**src/rtl/adcseq_pkg.sv**
```systemverilog
package adcseq_pkg;

   typedef enum logic [1:0] {
      ACC_STATUS,
      ACC_START,
      ACC_DATA
   } acc_e;

   typedef enum logic [3:0] {
      ST_IDLE,
      ST_BUSYCHK,
      ST_START,
      ST_DELAY,
      ST_CONFIRM,
      ST_SETTLE,
      ST_POLL,
      ST_ALIGN,
      ST_RDHI,
      ST_RDLO
   } state_e;

   localparam logic [15:0] CODE_BUSY     = 16'hFFFF;
   localparam logic [15:0] CODE_NOSTART  = 16'hFFFE;
   localparam logic [15:0] CODE_STUCK    = 16'hFFFD;
   localparam logic [15:0] CODE_UNSTABLE = 16'h0000;

   localparam int BIT_INPROG = 6;
   localparam int BIT_LATCH  = 2;
   localparam int BIT_READY  = 0;

   localparam int NCNT       = 5;
   localparam int CNT_BUSY   = 0;
   localparam int CNT_DLY    = 1;
   localparam int CNT_SETTLE = 2;
   localparam int CNT_READY  = 3;
   localparam int CNT_READ   = 4;

endpackage

```
**src/rtl/adcseq_strobe.sv**
```systemverilog
module adcseq_strobe
   import adcseq_pkg::*;
#(
   parameter int unsigned LOW_CYC  = 4,
   parameter int unsigned HIGH_CYC = 4
) (
   input  logic clk,
   input  logic rst,
   input  logic req,
   input  acc_e kind,
   output logic cs_n,
   output logic rd_n,
   output logic wr_n,
   output logic ss_n,
   output logic sample,
   output logic ack
);
   localparam int unsigned TOT = LOW_CYC + HIGH_CYC;
   localparam int unsigned CW  = $clog2(TOT + 1);

   logic          active;
   logic [CW-1:0] cnt;
   acc_e          kind_q;
   logic          low;

   always_ff @(posedge clk) begin
      if (rst) begin
         active <= 1'b0;
         cnt    <= '0;
         kind_q <= ACC_STATUS;
      end else if (!active) begin
         cnt <= '0;
         if (req) begin
            active <= 1'b1;
            kind_q <= kind;
         end
      end else if (cnt == CW'(TOT - 1)) begin
         active <= 1'b0;
      end else begin
         cnt <= cnt + 1'b1;
      end
   end

   assign low    = active && (cnt < CW'(LOW_CYC));
   assign cs_n   = !low;
   assign ss_n   = !(low && kind_q == ACC_STATUS);
   assign wr_n   = !(low && kind_q == ACC_START);
   assign rd_n   = !(low && kind_q == ACC_DATA);
   assign sample = active && (cnt == CW'(LOW_CYC - 1));
   assign ack    = active && (cnt == CW'(TOT - 1));

endmodule

```
**src/rtl/adcseq_retry.sv**
```systemverilog
module adcseq_retry #(
   parameter int unsigned LIMIT = 4
) (
   input  logic clk,
   input  logic rst,
   input  logic clr,
   input  logic inc,
   output logic last
);
   localparam int unsigned CW = $clog2(LIMIT + 1);

   logic [CW-1:0] cnt;

   always_ff @(posedge clk) begin
      if (rst || clr)
         cnt <= '0;
      else if (inc && !last)
         cnt <= cnt + 1'b1;
   end

   assign last = (cnt == CW'(LIMIT - 1));

endmodule

```
**src/rtl/adcseq_stab.sv**
```systemverilog
module adcseq_stab #(
   parameter int unsigned HI_BITS = 5
) (
   input  logic               clk,
   input  logic               rst,
   input  logic               clr,
   input  logic               load,
   input  logic [HI_BITS-1:0] hi,
   input  logic [7:0]         lo,
   output logic [15:0]        reading,
   output logic               match
);
   logic [15:0] prev_q;

   assign reading = {(16 - HI_BITS - 8)'(0), hi, lo};
   assign match   = (reading == prev_q);

   always_ff @(posedge clk) begin
      if (rst || clr)
         prev_q <= '0;
      else if (load)
         prev_q <= reading;
   end

endmodule

```
**src/rtl/adc_handshake_seq.sv**
```systemverilog
module adc_handshake_seq
   import adcseq_pkg::*;
#(
   parameter int unsigned DATA_BITS   = 12,
   parameter int unsigned LOW_CYC     = 4,
   parameter int unsigned HIGH_CYC    = 4,
   parameter int unsigned START_DLY   = 8,
   parameter int unsigned SETTLE_CYC  = 9000,
   parameter int unsigned BUSY_TRIES  = 50,
   parameter int unsigned READY_TRIES = 20,
   parameter int unsigned READ_TRIES  = 10
) (
   input  logic        clk,
   input  logic        rst,
   input  logic        start,
   input  logic [7:0]  bus_in,
   output logic        cs_n,
   output logic        rd_n,
   output logic        wr_n,
   output logic        ss_n,
   output logic        busy,
   output logic        done,
   output logic [15:0] result,
   output logic        error
);
   localparam int unsigned RES_BITS = DATA_BITS + 1;
   localparam int unsigned HI_BITS  = RES_BITS - 8;

   if (LOW_CYC < 1) begin : g_bad_low
      $error("LOW_CYC must be at least 1");
   end
   if (HIGH_CYC < 1) begin : g_bad_high
      $error("HIGH_CYC must be at least 1");
   end
   if (DATA_BITS < 8 || DATA_BITS > 14) begin : g_bad_bits
      $error("DATA_BITS must lie in 8..14");
   end
   if (START_DLY < 1 || SETTLE_CYC < 1 || BUSY_TRIES < 1 ||
       READY_TRIES < 1 || READ_TRIES < 1) begin : g_bad_count
      $error("all counts must be at least 1");
   end

   function automatic int unsigned limit_of(input int idx);
      case (idx)
         CNT_BUSY:   return BUSY_TRIES;
         CNT_DLY:    return START_DLY;
         CNT_SETTLE: return SETTLE_CYC;
         CNT_READY:  return READY_TRIES;
         default:    return READ_TRIES;
      endcase
   endfunction

   state_e             state;
   logic               req;
   acc_e               kind;
   logic               sample;
   logic               ack;
   logic [7:0]         cap_q;
   logic [HI_BITS-1:0] hi_q;
   logic [NCNT-1:0]    inc;
   logic [NCNT-1:0]    last;
   logic               cnt_clr;
   logic [15:0]        reading;
   logic               match;
   logic               stab_load;

   adcseq_strobe #(
      .LOW_CYC (LOW_CYC),
      .HIGH_CYC(HIGH_CYC)
   ) u_strobe (
      .clk   (clk),
      .rst   (rst),
      .req   (req),
      .kind  (kind),
      .cs_n  (cs_n),
      .rd_n  (rd_n),
      .wr_n  (wr_n),
      .ss_n  (ss_n),
      .sample(sample),
      .ack   (ack)
   );

   assign cnt_clr = (state == ST_IDLE);

   for (genvar g = 0; g < NCNT; g++) begin : g_cnt
      adcseq_retry #(
         .LIMIT(limit_of(g))
      ) u_retry (
         .clk (clk),
         .rst (rst),
         .clr (cnt_clr),
         .inc (inc[g]),
         .last(last[g])
      );
   end

   assign stab_load = (state == ST_RDLO) && ack;

   adcseq_stab #(
      .HI_BITS(HI_BITS)
   ) u_stab (
      .clk    (clk),
      .rst    (rst),
      .clr    (cnt_clr),
      .load   (stab_load),
      .hi     (hi_q),
      .lo     (cap_q),
      .reading(reading),
      .match  (match)
   );

   always_comb begin
      req  = 1'b0;
      kind = ACC_STATUS;
      inc  = '0;
      case (state)
         ST_BUSYCHK: begin
            req = 1'b1;
            inc[CNT_BUSY] = ack && cap_q[BIT_INPROG];
         end
         ST_CONFIRM: req = 1'b1;
         ST_POLL: begin
            req = 1'b1;
            inc[CNT_READY] = ack && !cap_q[BIT_READY];
         end
         ST_START: begin
            req  = 1'b1;
            kind = ACC_START;
         end
         ST_ALIGN, ST_RDHI: begin
            req  = 1'b1;
            kind = ACC_DATA;
         end
         ST_RDLO: begin
            req  = 1'b1;
            kind = ACC_DATA;
            inc[CNT_READ] = ack && !match;
         end
         ST_DELAY:  inc[CNT_DLY]    = 1'b1;
         ST_SETTLE: inc[CNT_SETTLE] = 1'b1;
         default: ;
      endcase
   end

   always_ff @(posedge clk) begin
      if (rst) begin
         state  <= ST_IDLE;
         done   <= 1'b0;
         result <= '0;
         error  <= 1'b0;
         cap_q  <= '0;
         hi_q   <= '0;
      end else begin
         done <= 1'b0;
         if (sample)
            cap_q <= bus_in;
         case (state)
            ST_IDLE:
               if (start)
                  state <= ST_BUSYCHK;
            ST_BUSYCHK:
               if (ack) begin
                  if (!cap_q[BIT_INPROG]) begin
                     state <= ST_START;
                  end else if (last[CNT_BUSY]) begin
                     state  <= ST_IDLE;
                     done   <= 1'b1;
                     result <= CODE_BUSY;
                     error  <= 1'b1;
                  end
               end
            ST_START:
               if (ack)
                  state <= ST_DELAY;
            ST_DELAY:
               if (last[CNT_DLY])
                  state <= ST_CONFIRM;
            ST_CONFIRM:
               if (ack) begin
                  if (cap_q[BIT_INPROG]) begin
                     state <= ST_SETTLE;
                  end else begin
                     state  <= ST_IDLE;
                     done   <= 1'b1;
                     result <= CODE_NOSTART;
                     error  <= 1'b1;
                  end
               end
            ST_SETTLE:
               if (last[CNT_SETTLE])
                  state <= ST_POLL;
            ST_POLL:
               if (ack) begin
                  if (cap_q[BIT_READY]) begin
                     state <= cap_q[BIT_LATCH] ? ST_ALIGN : ST_RDHI;
                  end else if (last[CNT_READY]) begin
                     state  <= ST_IDLE;
                     done   <= 1'b1;
                     result <= CODE_STUCK;
                     error  <= 1'b1;
                  end
               end
            ST_ALIGN:
               if (ack)
                  state <= ST_RDHI;
            ST_RDHI:
               if (ack) begin
                  hi_q  <= cap_q[HI_BITS-1:0];
                  state <= ST_RDLO;
               end
            ST_RDLO:
               if (ack) begin
                  if (match) begin
                     state  <= ST_IDLE;
                     done   <= 1'b1;
                     result <= reading;
                     error  <= 1'b0;
                  end else if (last[CNT_READ]) begin
                     state  <= ST_IDLE;
                     done   <= 1'b1;
                     result <= CODE_UNSTABLE;
                     error  <= 1'b0;
                  end else begin
                     state <= ST_RDHI;
                  end
               end
            default: state <= ST_IDLE;
         endcase
      end
   end

   assign busy = (state != ST_IDLE);

endmodule

```
**config.mk**
```make
export PLATFORM = sky130hd
export DESIGN_NAME = adc_handshake_seq
export DESIGN_NICKNAME = d
export VERILOG_FILES = /design/src/rtl/adcseq_pkg.sv /design/src/rtl/adcseq_strobe.sv /design/src/rtl/adcseq_retry.sv /design/src/rtl/adcseq_stab.sv /design/src/rtl/adc_handshake_seq.sv
export SDC_FILE = /design/constraint.sdc
export NUM_CORES = 1
export LEC_CHECK = 0
export CAP_MARGIN = 25
export CORE_ASPECT_RATIO = 1.4
export CORE_MARGIN = 2
export CORE_UTILIZATION = 62
export DETAILED_ROUTE_END_ITERATION = 7
export PLACE_DENSITY_LB_ADDON = 0.08
export RECOVER_POWER = 50
export SYNTH_ARGS = -nofsm -noshare
export SYNTH_HDL_FRONTEND = slang
export SYNTH_SLANG_ARGS = --single-unit
```
**constraint.sdc**
```tcl
create_clock -name clk -period 5.61 [get_ports clk]
set_input_delay 1.4025 -clock clk [delete_from_list [all_inputs] [get_ports clk]]
set_output_delay 1.4025 -clock clk [all_outputs]
set_load 0.05 [all_outputs]
```
==> Yosys cells after proc, flatten, opt, wreduce, memory -nomap -nowiden <==
Cells that the tools add are included.
{ "word_totals": {"regBits": 88, "input_bits": 11, "elab_cells": 163, "out_inout_bits": 23} }
{ "classes": {"addsub": 6, "mux": 65, "magnitude_cmp": 1, "reduce_logical": 38, "eq_ne": 37, "bitwise": 1} }
{ "op_table": {"columns": ["operator", "n"], "rows": [
  ["2-to-1 mux 16 bit", 11],
  ["2-to-1 mux 4 bit", 17],
  ["case mux 16 bit (4 select lines)", 1],
  ["case mux 4 bit (10 select lines)", 1],
  ["2-to-1 mux 1 bit", 31],
  ["== test 4 x 3 -> 1 bit, second input constant", 6],
  ["!= test 2 bit, second input constant", 11],
  ["logical AND 1 bit", 15],
  ["adder 14 x 1 -> 14 bit, second input constant", 1],
  ["== test 14 bit, second input constant", 1],
  ["== test 13 bit", 1],
  ["adder 4 x 1 -> 4 bit, second input constant", 3],
  ["== test 4 x 2 -> 1 bit, second input constant", 3],
  ["== test 4 bit, second input constant", 3],
  ["AND reduction 12 bit", 1],
  ["zero test 1 bit", 11],
  ["AND reduction 11 bit", 1],
  ["!= test 3 x 2 -> 1 bit, second input constant", 3],
  ["!= test 2 x 1 -> 1 bit, second input constant", 4],
  ["case mux 1 bit (4 select lines)", 2],
  ["nonzero test 4 bit", 2],
  ["OR reduction 7 bit", 1],
  ["adder 6 x 1 -> 6 bit, second input constant", 1],
  ["== test 6 bit, second input constant", 1],
  ["15 further kinds", 16]
]} }

==> Depth between registers and ports, before layout <==
{ "depth": {"word_depth": 5, "mapped_depth": 9, "mapped_depth_nobuf": 8} }

==> Cells and area by module <==
From an unflattened synthesis, not the netlist that was laid out.
{ "unflattened": {"hier_cells": 508, "area_unflattened_um2": 4543.1} }
{ "by_module_without_submodules": {"columns": ["module", "cells_each", "seq_area_each_um2", "area_per_inst_um2", "instances"], "rows": [
  ["adc_handshake_seq", 210, 700.7, 1843.0, 1],
  ["adcseq_stab", 77, 260.2, 728.2, 1],
  ["adcseq_retry at g_cnt[2].u_retry", 76, 280.3, 655.6, 1],
  ["adcseq_strobe", 37, 140.1, 335.3, 1],
  ["adcseq_retry at g_cnt[0].u_retry", 36, 120.1, 319.1, 1],
  ["adcseq_retry at g_cnt[3].u_retry", 26, 100.1, 235.2, 1],
  ["adcseq_retry at g_cnt[4].u_retry", 23, 80.1, 219.0, 1],
  ["adcseq_retry at g_cnt[1].u_retry", 23, 80.1, 207.7, 1]
]} }

==> Worst setup path before layout <==
OpenSTA, ideal clock, no wires.
{ "synth_path": {"path_type": "register to output", "start": "register u_strobe.active", "end": "output port rd_n", "required_ns": 4.208, "stages_incl_launch_ff": 5, "slack_ns": 2.616, "path_buffers": 1, "arrival_time_ns": 1.591, "path_cell_list": "dfxtp_1 > buf_2 > nor3b_1 > inv_1 > or3_1"} }
{ "synth_between": {"elab_chain_cells": 3} }
{ "synth_lines": {"columns": ["element", "line", "rtl"], "rows": [
  ["start, declared", "adcseq_strobe.sv:21", "logic active;"],
  ["start signal, assigned", "adcseq_strobe.sv:28", "active <= 1'b0;"],
  ["start signal, assigned", "adcseq_strobe.sv:34", "active <= 1'b1;"],
  ["start signal, assigned", "adcseq_strobe.sv:38", "active <= 1'b0;"],
  ["logical AND 1 bit", "adcseq_strobe.sv:44", "assign low = active && (cnt < CW'(LOW_CYC));"],
  ["logical AND 1 bit", "adcseq_strobe.sv:48", "assign rd_n = !(low && kind_q == ACC_DATA);"],
  ["zero test 1 bit", "adcseq_strobe.sv:48", null],
  ["end, declared", "adc_handshake_seq.sv:18", "output logic rd_n,"]
]} }
No other way between the ends.

==> Worst setup path after layout <==
{ "layout_path": {"start": "input port rst", "end": "register g_cnt[2].u_retry.cnt[5]"} }
{ "layout_between": {"elab_chain_cells": 1} }
{ "layout_lines": {"columns": ["element", "line", "rtl"], "rows": [
  ["start, declared", "adc_handshake_seq.sv:14", "input logic rst,"],
  ["logical OR 1 bit", "adcseq_retry.sv:15", "if (rst || clr)"],
  ["end signal, assigned", "adcseq_retry.sv:18", "cnt <= cnt + 1'b1;"],
  ["end, declared", "adcseq_retry.sv:12", "logic [CW-1:0] cnt;"]
]} }
No other way between the ends.
A chain may end at the register's enable or synchronous reset.

==> metrics <==
crit path DAT=4.48 ns; Synth area leaders=dfxtp_1 (41%), nor2_1 (8.8%), xnor2_1 (5.2%); number of global-route vias before repair=3344; Die Wd=73.3 µm; Req. time, crit path=5.85 ns; worst-path fanout max=38; worst skew pair latency=0.36 ns; syn nets=507; Final period util=75.6%; Worst Tran Pin Value=1.70 ns; Hold Fails Final Rpt=0; TritonCTS buffer count=9; number of setup buffers added after CTS=0; initial antenna violation count=0; number of flops mapped to enable cells by yosys=0; global route overflow=0; crit path time final=4.24 ns; Setup-failing EPs final=0; gpl congestion=0.851; Vias=3401; Synth Area in Compound Gates=11.8%; footprint of the multi-input gates=2220 µm²; failing checks=capacitance limit, slew limit; Commonest cells post-synth=nor2_1 (98), dfxtp_1 (86), a21oi_1 (38); sequential-to-total area share from yosys stat=41.3%; Die Footprint=7410 µm²; synthesized area=4170 µm²; Post-Synth Simple-Gate Area=25.8%; max cap viols=1; reg2reg setup slack=2.66 ns; Post-Synth XOR/XNOR Area=8.82%; status=finished with violations; Main synth FF type=dfxtp_1; gr usage total=25.0%; CTS tree=yes; Clock Sinks=86; HPWL after DPL=5980 µm; PortBufs=33; nets=523; Placed Area=4430 µm²; Filler cells=582; Syn Area/Cell=8.55 µm²; drt wl/cell=14.5 µm; worst reg2reg path startpoint=state[2]; Clock Tree Buf Depth=2; Cells after Synth=488; placed cells=567; core area=6570 µm²; Worst Setup Start Kind=input port; first-pass detailed-route iteration total=4; VDD IR max=0.000252 V; crit end category=flop; synth unique cells=61; final wirelength=8430 µm; cts hold-fix bufs=0; Starting Density=63.5%; worst min-delay path category=flop to flop; largest family of logic cells by synthesized area=simple AND/OR/NAND/NOR gates; post-synthesis mux area share=4.32%; Post-CTS Resized=0; die height=101 µm; CP Launch Point=rst; Clock transition at path regs=0.08 ns; Rel. slew slack=-13.3%; Root Driver=clkbuf_8; Antenna Cells=0; Reg area=1720 µm²; Layout area overhead=10.4%; top-count cell post-synth=nor2_1; io pins=34; post-synth top area share=41.3%; RSZ-0062 raised after global routing=no; PD cells=294 nW/µm²; Rows=35; fin cells=583; share of cells above drive strength 1=6.68%; Yosys warnings=0; largest area contributor in the netlist=dfxtp_1; initial drt markers=209; Max Transition Viols Final=39; cell area after layout=4610 µm²; largest net degree at the start of global routing=39; Residual DRC=0; # H-tree levels=3; Hold Startpoint=g_cnt[2].u_retry.cnt[1]; kind of critical path=input port to flop; Detail Route Antenna Nets=0; Max Freq=236 MHz; DR vias/cell=5.83; Setup TNS=0 ns; first-pass GRT wire length=14800 µm; Pleak=1.71 nW; ys async rst share=0%; adder-cell share of the synthesized area=2.40%; register bit total from synthesis=86; Clock Skew=0.0128 ns
[layout make-up]
| type | count | area share [%] |
|---|---|---|
| Multi-Input combinational cell | 359 | 48.1 |
| Timing Repair Buffer | 37 | 7.74 |
| Clock inverter | 7 | 1.22 |
| Sequential cell | 86 | 37.4 |
| Inverter | 11 | 0.896 |
| Clock buffer | 9 | 2.69 |
| Tap cell | 74 | 2.01 |
[worst max-delay path, cell delays in order]
cell	delay (ns)
dlygate4sd3_1	0.53
clkbuf_1	1.23
nand2b_1	0.84
buf_4	0.38
nor2_1	0.08
[path summary, 6_finish.rpt]
path / to / depth (start not counted)
hold / removal: g_cnt[2].u_retry.cnt[1] / 2
hold reg to reg: g_cnt[2].u_retry.cnt[1] / 2
setup reg to reg: result[6] / 6
setup / recovery: g_cnt[2].u_retry.cnt[5] / 5
[cells by family after synthesis]
logic type,Yosys count
flip-flops,86
adder cells (fa/ha/maj),8
XOR/XNOR,42
AND/OR/NAND/NOR,213
AO/OA/AOI/OAI,78
buffers and inverters,43
multiplexers,18
[per-stage QoR]
stage | hold slack [ns] | power [W] | setup slack, ns | util [%]
finish | 0.474 | 0.00135 | 1.37 | 70.2
global route | 0.511 | 0.00141 | 1.06 | 70.2
floorplan | 0.449 | 0.000908 | 2.62 | -
CTS | 0.480 | 0.00136 | 1.89 | 70.2
global placement | 0.461 | 0.000960 | 1.97 | 67.5
detailed placement | 0.469 | 0.000969 | 1.95 | 67.5
[layout by cell type (no fill, tap or decap), types with 5 or more instances in the layout]
| cell type | count |
|---|---|
| nand4_1 | 10 |
| xor2_1 | 17 |
| a211oi_1 | 5 |
| dlygate4sd3_1 | 19 |
| or3_1 | 5 |
| ha_1 | 8 |
| nand3_1 | 12 |
| nand2_1 | 32 |
| inv_1 | 10 |
| and3_1 | 5 |
| clkbuf_8 | 9 |
| o21ai_0 | 9 |
| dfxtp_1 | 86 |
| a21oi_1 | 38 |
| clkdlybuf4s50_1 | 14 |
| xnor2_1 | 25 |
| nor2_1 | 98 |
| mux2i_1 | 18 |
| nor4_1 | 6 |
| nor3_1 | 19 |
[flip-flops by register name (all words and copies together), names as in the netlist]
signal / count
g_cnt.u_retry.cnt: 33
result: 14
u_stab.prev_q: 13
cap_q: 8
hi_q: 5
state: 4
u_strobe.cnt: 4
u_strobe.kind_q: 2
done: 1
error: 1
u_strobe.active: 1
[metal layers]
metal  part of all wire [%]  vias to the layer above  global-route usage (%)
met5                      0                        -                       0
met4                    1.7                        0                    10.3
met3                    3.5                       12                    4.30
met2                     53                       79                    44.8
met1                     42                     1603                    28.8
li1                       -                     1707                       -
[power by group]
group          internal [W]  leakage, nW  switching [W]
clock network      0.000165       0.0902       0.000231
registers          0.000625        0.693      0.0000473
logic             0.0000994        0.929       0.000186
No activity file was read; power rests on OpenSTA's default activity.
